`config.mk`:
```
export PLATFORM = sky130hd
export DESIGN_NAME = alarm_irq_unit
export DESIGN_NICKNAME = d
export VERILOG_FILES = /design/src/rtl/alarm_irq_pkg.sv /design/src/rtl/alarm_regs.sv /design/src/rtl/alarm_match.sv /design/src/rtl/alarm_flags.sv /design/src/rtl/ft_divider.sv /design/src/rtl/alarm_irq_unit.sv
export SDC_FILE = /design/constraint.sdc
export NUM_CORES = 1
export LEC_CHECK = 0
export BUFFER_PORTS_ARGS = -buffer_cell sky130_fd_sc_hd__buf_2
export CAP_MARGIN = 0
export CORE_ASPECT_RATIO = 0.8
export CORE_MARGIN = 2
export CORE_UTILIZATION = 25
export CTS_CLUSTER_SIZE = 25
export DETAILED_ROUTE_END_ITERATION = 12
export GPL_TIMING_DRIVEN = 0
export PLACE_DENSITY = 0.48
export SETUP_SLACK_MARGIN = 0.5
export SLEW_MARGIN = 20
export SYNTH_ARGS = -nofsm -noshare
export SYNTH_HDL_FRONTEND = slang
export SYNTH_SLANG_ARGS = --single-unit
```
`constraint.sdc`:
```
create_clock -name clk -period 1.3 [get_ports clk]
set_input_delay 0.065 -clock clk [delete_from_list [all_inputs] [get_ports clk]]
set_output_delay 0.065 -clock clk [all_outputs]
set_load 0.02 [all_outputs]
```
`src/rtl/alarm_irq_pkg.sv`:
```
package alarm_irq_pkg;
  localparam int NFIELD       = 4;
  localparam int OFF_FLAG     = 0;
  localparam int OFF_ALM_BASE = 2;
  localparam int OFF_CTRL     = 6;
  localparam int CTL_AE       = 7;
  localparam int CTL_ABE      = 6;
  localparam int CTL_FT       = 0;
  localparam int FLG_WF       = 7;
  localparam int FLG_AF       = 6;
  localparam int FLG_BLOW     = 4;

  typedef enum logic [1:0] {FLD_SEC, FLD_MIN, FLD_HOUR, FLD_DATE} field_e;

  // Compared width of each BCD field.
  function automatic int field_width(input int idx);
    return (idx == int'(FLD_SEC) || idx == int'(FLD_MIN)) ? 7 : 6;
  endfunction

  // Ignore bits {date,hour,min,sec}; a legal pattern ignores a contiguous
  // run from the date downward. Anything else ignores everything.
  function automatic logic [3:0] eff_ignore(input logic [3:0] ign);
    logic legal;
    legal = (ign == 4'b0000) || (ign == 4'b1000) || (ign == 4'b1100) ||
            (ign == 4'b1110) || (ign == 4'b1111);
    return legal ? ign : 4'b1111;
  endfunction
endpackage

```
`src/rtl/alarm_regs.sv`:
```
module alarm_regs
  import alarm_irq_pkg::*;
#(
  parameter int DW = 8,
  parameter int AW = 4
) (
  input  logic                      clk,
  input  logic                      rst_ni,
  input  logic                      bus_en,
  input  logic                      bus_we,
  input  logic [AW-1:0]             bus_addr,
  input  logic [DW-1:0]             bus_wdata,
  input  logic                      pwr_change,
  input  logic                      wf_in,
  input  logic                      blow_in,
  input  logic                      af_in,
  output logic [NFIELD-1:0][DW-1:0] alm_q,
  output logic                      ae_q,
  output logic                      abe_q,
  output logic                      ft_q,
  output logic [DW-1:0]             bus_rdata
);
  localparam logic [AW-1:0] A_CTRL = AW'(OFF_CTRL);
  localparam logic [AW-1:0] A_FLAG = AW'(OFF_FLAG);

  logic                      wr_stb;
  logic [NFIELD-1:0][DW-1:0] alm_d;
  logic                      ae_d, abe_d, ft_d;

  assign wr_stb = bus_en & bus_we;

  for (genvar i = 0; i < NFIELD; i++) begin : g_alm
    localparam logic [AW-1:0] A_MINE = AW'(OFF_ALM_BASE + i);
    always_comb begin
      alm_d[i] = alm_q[i];
      if (wr_stb && bus_addr == A_MINE) alm_d[i] = bus_wdata;
    end
    always_ff @(posedge clk or negedge rst_ni) begin
      if (!rst_ni) alm_q[i] <= '0;
      else         alm_q[i] <= alm_d[i];
    end
  end

  always_comb begin
    ae_d  = ae_q;
    abe_d = abe_q;
    ft_d  = ft_q;
    if (wr_stb && bus_addr == A_CTRL) begin
      ae_d  = bus_wdata[CTL_AE];
      abe_d = bus_wdata[CTL_ABE];
      ft_d  = bus_wdata[CTL_FT];
    end
    if (pwr_change) begin
      ae_d  = 1'b0;
      abe_d = 1'b0;
    end
  end

  always_ff @(posedge clk or negedge rst_ni) begin
    if (!rst_ni) begin
      ae_q  <= 1'b0;
      abe_q <= 1'b0;
      ft_q  <= 1'b0;
    end else begin
      ae_q  <= ae_d;
      abe_q <= abe_d;
      ft_q  <= ft_d;
    end
  end

  always_comb begin
    bus_rdata = '0;
    if (bus_addr == A_FLAG) begin
      bus_rdata[FLG_WF]   = wf_in;
      bus_rdata[FLG_AF]   = af_in;
      bus_rdata[FLG_BLOW] = blow_in;
    end else if (bus_addr == A_CTRL) begin
      bus_rdata[CTL_AE]  = ae_q;
      bus_rdata[CTL_ABE] = abe_q;
      bus_rdata[CTL_FT]  = ft_q;
    end else begin
      for (int k = 0; k < NFIELD; k++)
        if (bus_addr == AW'(OFF_ALM_BASE + k)) bus_rdata = alm_q[k];
    end
  end
endmodule

```
`src/rtl/alarm_match.sv`:
```
module alarm_match
  import alarm_irq_pkg::*;
#(
  parameter int DW = 8
) (
  input  logic [NFIELD-1:0][DW-1:0] cur,
  input  logic [NFIELD-1:0][DW-1:0] alm,
  output logic                      hit
);
  localparam int IGN_BIT = DW - 1;

  logic [NFIELD-1:0] eq;
  logic [NFIELD-1:0] ign;
  logic [NFIELD-1:0] ign_eff;

  for (genvar i = 0; i < NFIELD; i++) begin : g_fld
    localparam int FW = field_width(i);
    assign eq[i]  = (cur[i][FW-1:0] == alm[i][FW-1:0]);
    assign ign[i] = alm[i][IGN_BIT];
  end

  assign ign_eff = eff_ignore(ign);
  assign hit     = &(eq | ign_eff);
endmodule

```
`src/rtl/alarm_flags.sv`:
```
module alarm_flags (
  input  logic clk,
  input  logic rst_ni,
  input  logic tick,
  input  logic hit,
  input  logic irq_en,
  input  logic flag_acc,
  input  logic pwr_change,
  output logic acc_q,
  output logic af_q,
  output logic pend_q
);
  logic acc_start, acc_end, fire;
  logic af_d, pend_d;

  assign fire      = tick & hit;
  assign acc_start = flag_acc & ~acc_q;
  assign acc_end   = acc_q & ~flag_acc;

  always_comb begin
    af_d = af_q;
    if (fire)         af_d = 1'b1;
    else if (acc_end) af_d = 1'b0;
  end

  always_comb begin
    pend_d = pend_q;
    if (fire && irq_en)               pend_d = 1'b1;
    else if (acc_start || pwr_change) pend_d = 1'b0;
  end

  always_ff @(posedge clk or negedge rst_ni) begin
    if (!rst_ni) begin
      acc_q  <= 1'b0;
      af_q   <= 1'b0;
      pend_q <= 1'b0;
    end else begin
      acc_q  <= flag_acc;
      af_q   <= af_d;
      pend_q <= pend_d;
    end
  end
endmodule

```
`src/rtl/ft_divider.sv`:
```
module ft_divider #(
  parameter int OSC_HZ = 32768,
  parameter int FT_HZ  = 512
) (
  input  logic clk,
  input  logic rst_ni,
  input  logic run,
  input  logic osc_tick,
  output logic lvl_q
);
  localparam int HALF = OSC_HZ / (2 * FT_HZ);
  localparam int CW   = (HALF > 1) ? $clog2(HALF) : 1;
  localparam logic [CW-1:0] LAST = CW'(HALF - 1);

  logic [CW-1:0] cnt_q, cnt_d;
  logic          lvl_d;

  always_comb begin
    cnt_d = cnt_q;
    lvl_d = lvl_q;
    if (!run) begin
      cnt_d = '0;
      lvl_d = 1'b0;
    end else if (osc_tick) begin
      if (cnt_q == LAST) begin
        cnt_d = '0;
        lvl_d = ~lvl_q;
      end else begin
        cnt_d = cnt_q + 1'b1;
      end
    end
  end

  always_ff @(posedge clk or negedge rst_ni) begin
    if (!rst_ni) begin
      cnt_q <= '0;
      lvl_q <= 1'b0;
    end else begin
      cnt_q <= cnt_d;
      lvl_q <= lvl_d;
    end
  end
endmodule

```
`src/rtl/alarm_irq_unit.sv`:
```
module alarm_irq_unit
  import alarm_irq_pkg::*;
#(
  parameter int DW     = 8,
  parameter int AW     = 4,
  parameter int OSC_HZ = 32768,
  parameter int FT_HZ  = 512
) (
  input  logic          clk,
  input  logic          rst_n,
  input  logic          tick_1hz,
  input  logic          osc_tick,
  input  logic          osc_run,
  input  logic [DW-1:0] cur_sec,
  input  logic [DW-1:0] cur_min,
  input  logic [DW-1:0] cur_hour,
  input  logic [DW-1:0] cur_date,
  input  logic          on_battery,
  input  logic          wdog_steer,
  input  logic          wdog_zero,
  input  logic          wdog_flag,
  input  logic          batt_low,
  input  logic          bus_en,
  input  logic          bus_we,
  input  logic [AW-1:0] bus_addr,
  input  logic [DW-1:0] bus_wdata,
  output logic [DW-1:0] bus_rdata,
  output logic          irq_pull
);
  logic [1:0]                rs_q;
  logic                      rst_ni;
  logic                      batt_q;
  logic                      pwr_change;
  logic                      flag_acc;
  logic [NFIELD-1:0][DW-1:0] cur_f;
  logic [NFIELD-1:0][DW-1:0] alm_q;
  logic                      ae_q, abe_q, ft_q;
  logic                      hit, irq_en;
  logic                      acc_q, af_q, pend_q;
  logic                      ft_run, ft_lvl;

  always_ff @(posedge clk or negedge rst_n) begin
    if (!rst_n) rs_q <= '0;
    else        rs_q <= {rs_q[0], 1'b1};
  end
  assign rst_ni = rs_q[1];

  always_ff @(posedge clk or negedge rst_ni) begin
    if (!rst_ni) batt_q <= 1'b0;
    else         batt_q <= on_battery;
  end

  assign pwr_change = on_battery ^ batt_q;
  assign flag_acc   = bus_en & (bus_addr == AW'(OFF_FLAG));
  assign cur_f      = {cur_date, cur_hour, cur_min, cur_sec};
  assign irq_en     = on_battery ? (ae_q & abe_q) : ae_q;
  assign ft_run     = osc_run & ft_q & ~ae_q & (wdog_steer | wdog_zero);
  assign irq_pull   = pend_q | (ft_run & ft_lvl);

  alarm_regs #(.DW(DW), .AW(AW)) u_regs (
    .clk(clk), .rst_ni(rst_ni), .bus_en(bus_en), .bus_we(bus_we),
    .bus_addr(bus_addr), .bus_wdata(bus_wdata), .pwr_change(pwr_change),
    .wf_in(wdog_flag), .blow_in(batt_low), .af_in(af_q), .alm_q(alm_q),
    .ae_q(ae_q), .abe_q(abe_q), .ft_q(ft_q), .bus_rdata(bus_rdata)
  );

  alarm_match #(.DW(DW)) u_match (
    .cur(cur_f), .alm(alm_q), .hit(hit)
  );

  alarm_flags u_flags (
    .clk(clk), .rst_ni(rst_ni), .tick(tick_1hz), .hit(hit), .irq_en(irq_en),
    .flag_acc(flag_acc), .pwr_change(pwr_change), .acc_q(acc_q),
    .af_q(af_q), .pend_q(pend_q)
  );

  ft_divider #(.OSC_HZ(OSC_HZ), .FT_HZ(FT_HZ)) u_ft (
    .clk(clk), .rst_ni(rst_ni), .run(ft_run), .osc_tick(osc_tick),
    .lvl_q(ft_lvl)
  );
endmodule

```
==> qor.yml <==
power_and_ir_drop:
  power_frac_seq_pct: 41.0
  peakVddDrop_v: 0.000681
  p_switching_mw: 1.35
  p_leak_nw: 1.83
  intPower_mw: 3.37
  swShare_pct: 28.6
  pwr-share-clk_pct: 31.9
  fin_total_pwr_mw: 4.72
  powerDensity_mw_per_mm2: 1140
  power_frac_comb_pct: 27.1
worst_hold_path:
  min_from: "bus_en"
  min_path_type: "in2reg"
grt:
  grtUsageTotal_pct: 14.5
  met3_usage_pct: 2.12
  busiest_layer: "met2"
  gr-usage-met1_pct: 20.6
  grt_max_degree: 25
  grt_pass1_wl_mm: 11.9
  gr-total-overflow: 0
  grt_pass1_vias: 2114
  antenna_found_initial: 0
  grtUsageMet2_pct: 22.7
clocking:
  cts_max_level: 2
  clock_sinks: 47
  numCtsBuffers: 5
  cts_tree: "yes"
  insertion_delay_ns: 0.30
  cts.clk_slew.worst_paths_ns: 0.07
  root_buffer: "clkbuf_16"
  clockBufferDepth: 2
sta:
  drv_slew: 0
  final.setup_skew_ns: 0.0122
  worst_pin_slew_ns: 0.550
  worst_slack_ns: -0.443
  post-route-period-util_pct: 134
  post-route-min-period_ns: 1.74
  setup_viol: 11
  rsz0062_at_grt: "true"
  finalHoldViolCount: 0
  max_slew_margin_pct: 63.4
  clock.fmax_ghz: 0.574
worst_setup_path:
  cp_max_fo: 3
  crit_start: "u_regs.alm_q[2]"
  crit_path_end_kind: "register"
  r2r_start: "u_regs.alm_q[2]"
  start_kind: "register"
  crit_arrival_ns: 1.94
  required_ns: 1.50
  critPathKind: "reg2reg"
synth:
  syn_area_mm2: 0.00257
  synth_top_area_share_pct: 45.8
  syn_area_per_cell_um2: 11.4
  yosys_most_used_dff: "dfrtp_1"
  synth_top_area_cell: "dfrtp_1"
  synthArstFlopShare_pct: 100
  synthTopCellsByArea: "dfrtp_1 (46%), mux2_2 (15%), xor2_1 (5.5%)"
  synthCells: 225
  synth_edf_count: 0
  yosysWarnings: 0
  seq_area_frac_synth_pct: 45.8
  postSynthRegisterBits: 47
  synth_nets: 283
  ys_types: 45
cells_and_area:
  nets: 377
  final_cell_mix: "dfrtp_1 (44), buf_2 (43), mux2_4 (35), buf_6 (19)"
  stdcell_area_mm2: 0.00414
  layout-drive-gt1-share_pct: 60.0
  finalNonFillerCells: 460
  final_common_cell: "dfrtp_1"
  nFillCells: 974
  post-route-util_pct: 40.9
  syn_to_final_growth_pct: 61.2
  antenna_cells: 0
detailed_routing:
  drc_errors: 0
  wirelength_mm: 7.62
  routedWlPerCell_um: 16.6
  vias: 2090
  drtAntennaViolNets: 0
  dr.pass1.iters: 4
  avgViaCountPerCell: 4.54
  drt_iter0_drc: 88
floorplanning:
  die_area_mm2: 0.0111
  initial_utilization_pct: 25.4
  ios: 65
  die_x_um: 117
  die_h_um: 94.6
  rows: 33
  coreArea_mm2: 0.0101
placement:
  place_area_mm2: 0.00334
  gp_congestion: 0.850
  post-place-ws_ns: -0.628
  dpl.cell_count: 422
  portBuffers: 57
  hpwlAfterDp_mm: 5.43
outcome:
  violations: "setup timing"
  status: "complete, but fails checks"
run:
  drv_cap: 0
-- final cells by class --
type	count	area, um2	share of cell area (%)
Buffer	7	65.1	1.57
Clock buffer	5	125	3.02
Sequential cell	47	1180	28.6
Tap cell	140	175	4.23
Timing Repair Buffer	87	743	18.0
Multi-Input combinational cell	167	1790	43.2
Inverter	4	15.0	0.363
Clock inverter	3	46.3	1.12
-- repair_timing --
item | 4_1_cts | 5_1_grt
buffers inserted | 20 | 8
hold endpoints to repair | 3 | 0
resized for setup | 59 | 22
hold buffers | 2 | 0
setup endpoints to repair | 86 | 53
pin swaps | 20 | 14
-- power groups by stage --
stage | Clock (mW) | Combinational [mW] | Sequential (mW)
after CTS | 1.53 | 1.20 | 1.93
after global routing | 1.60 | 1.36 | 1.98
after global placement | 0 | 0.951 | 1.97
after floorplan | 0 | 0.713 | 1.88
after detailed placement | 0 | 0.959 | 1.97
final | 1.51 | 1.28 | 1.93
-- per-stage QoR --
stage	setup TNS, ns	hold WS [ns]
after global routing	-2.98	0.0479
after floorplan	-0.402	-0.231
final	-2.02	0.0323
after detailed placement	-14.40	-0.146
after CTS	-2.11	0.0292
after global placement	-14.41	-0.148
-- layer usage --
layer,routed length (um),part of all wire (%)
met3,236,3.1
met1,3590,47
met4,146,1.9
met5,0,0
met2,3650,48
-- Yosys cell counts, types with 3 or more instances --
library cell  number
nor2b_1            3
dfrtp_1           47
inv_1              4
o21ai_0            4
mux2i_1            5
a22oi_1           10
o22ai_1            3
xor2_1            16
a221oi_1           3
a21oi_1            5
xnor2_1           12
buf_4              3
nor2_1            16
clkbuf_1           3
nand2_1           13
mux2_2            35
nor4_1             5
-- sequential cells by signal, summed over array words and instances, names as in the netlist --
name and cells:
u_flags.acc_q 1, u_regs.ft_q 1, u_regs.ae_q 1, u_ft.cnt_q 5, batt_q 1, rs_q 2
u_flags.af_q 1, u_regs.alm_q 32, u_regs.abe_q 1, u_flags.pend_q 1, u_ft.lvl_q 1
-- final timing paths --
path                            depth (start not counted)  slack, ns             end
worst min register to register                          0       0.25    u_regs.abe_q
max in group asynchronous                               1       0.61     u_regs.ae_q
min in group asynchronous                               2       0.08         rs_q[1]
worst max register to register                          5      -0.44  u_flags.pend_q
worst min-delay path                                    3       0.03   u_flags.acc_q
worst max-delay path                                    5      -0.44  u_flags.pend_q
-- kinds of logic after synthesis --
kind of cell	after synthesis	share of synthesized area [%]
and+or+nand+nor	56	13.1
DFF	47	45.8
other	1	0.146
buffers and inverters	11	2.10
muxes	40	17.3
adders and majority gates	2	0.975
xor gates and xnor gates	28	9.56
AOI/OAI and AO/OA	40	11.0
-- critical path: stages (launching register included) --
cell	delay (ns)
dfrtp_1	0.41
xor2_1	0.18
nor4_2	0.37
a41oi_1	0.18
o31a_1	0.30
o31ai_1	0.19
Note: power is estimated with default switching activity, not from simulation.
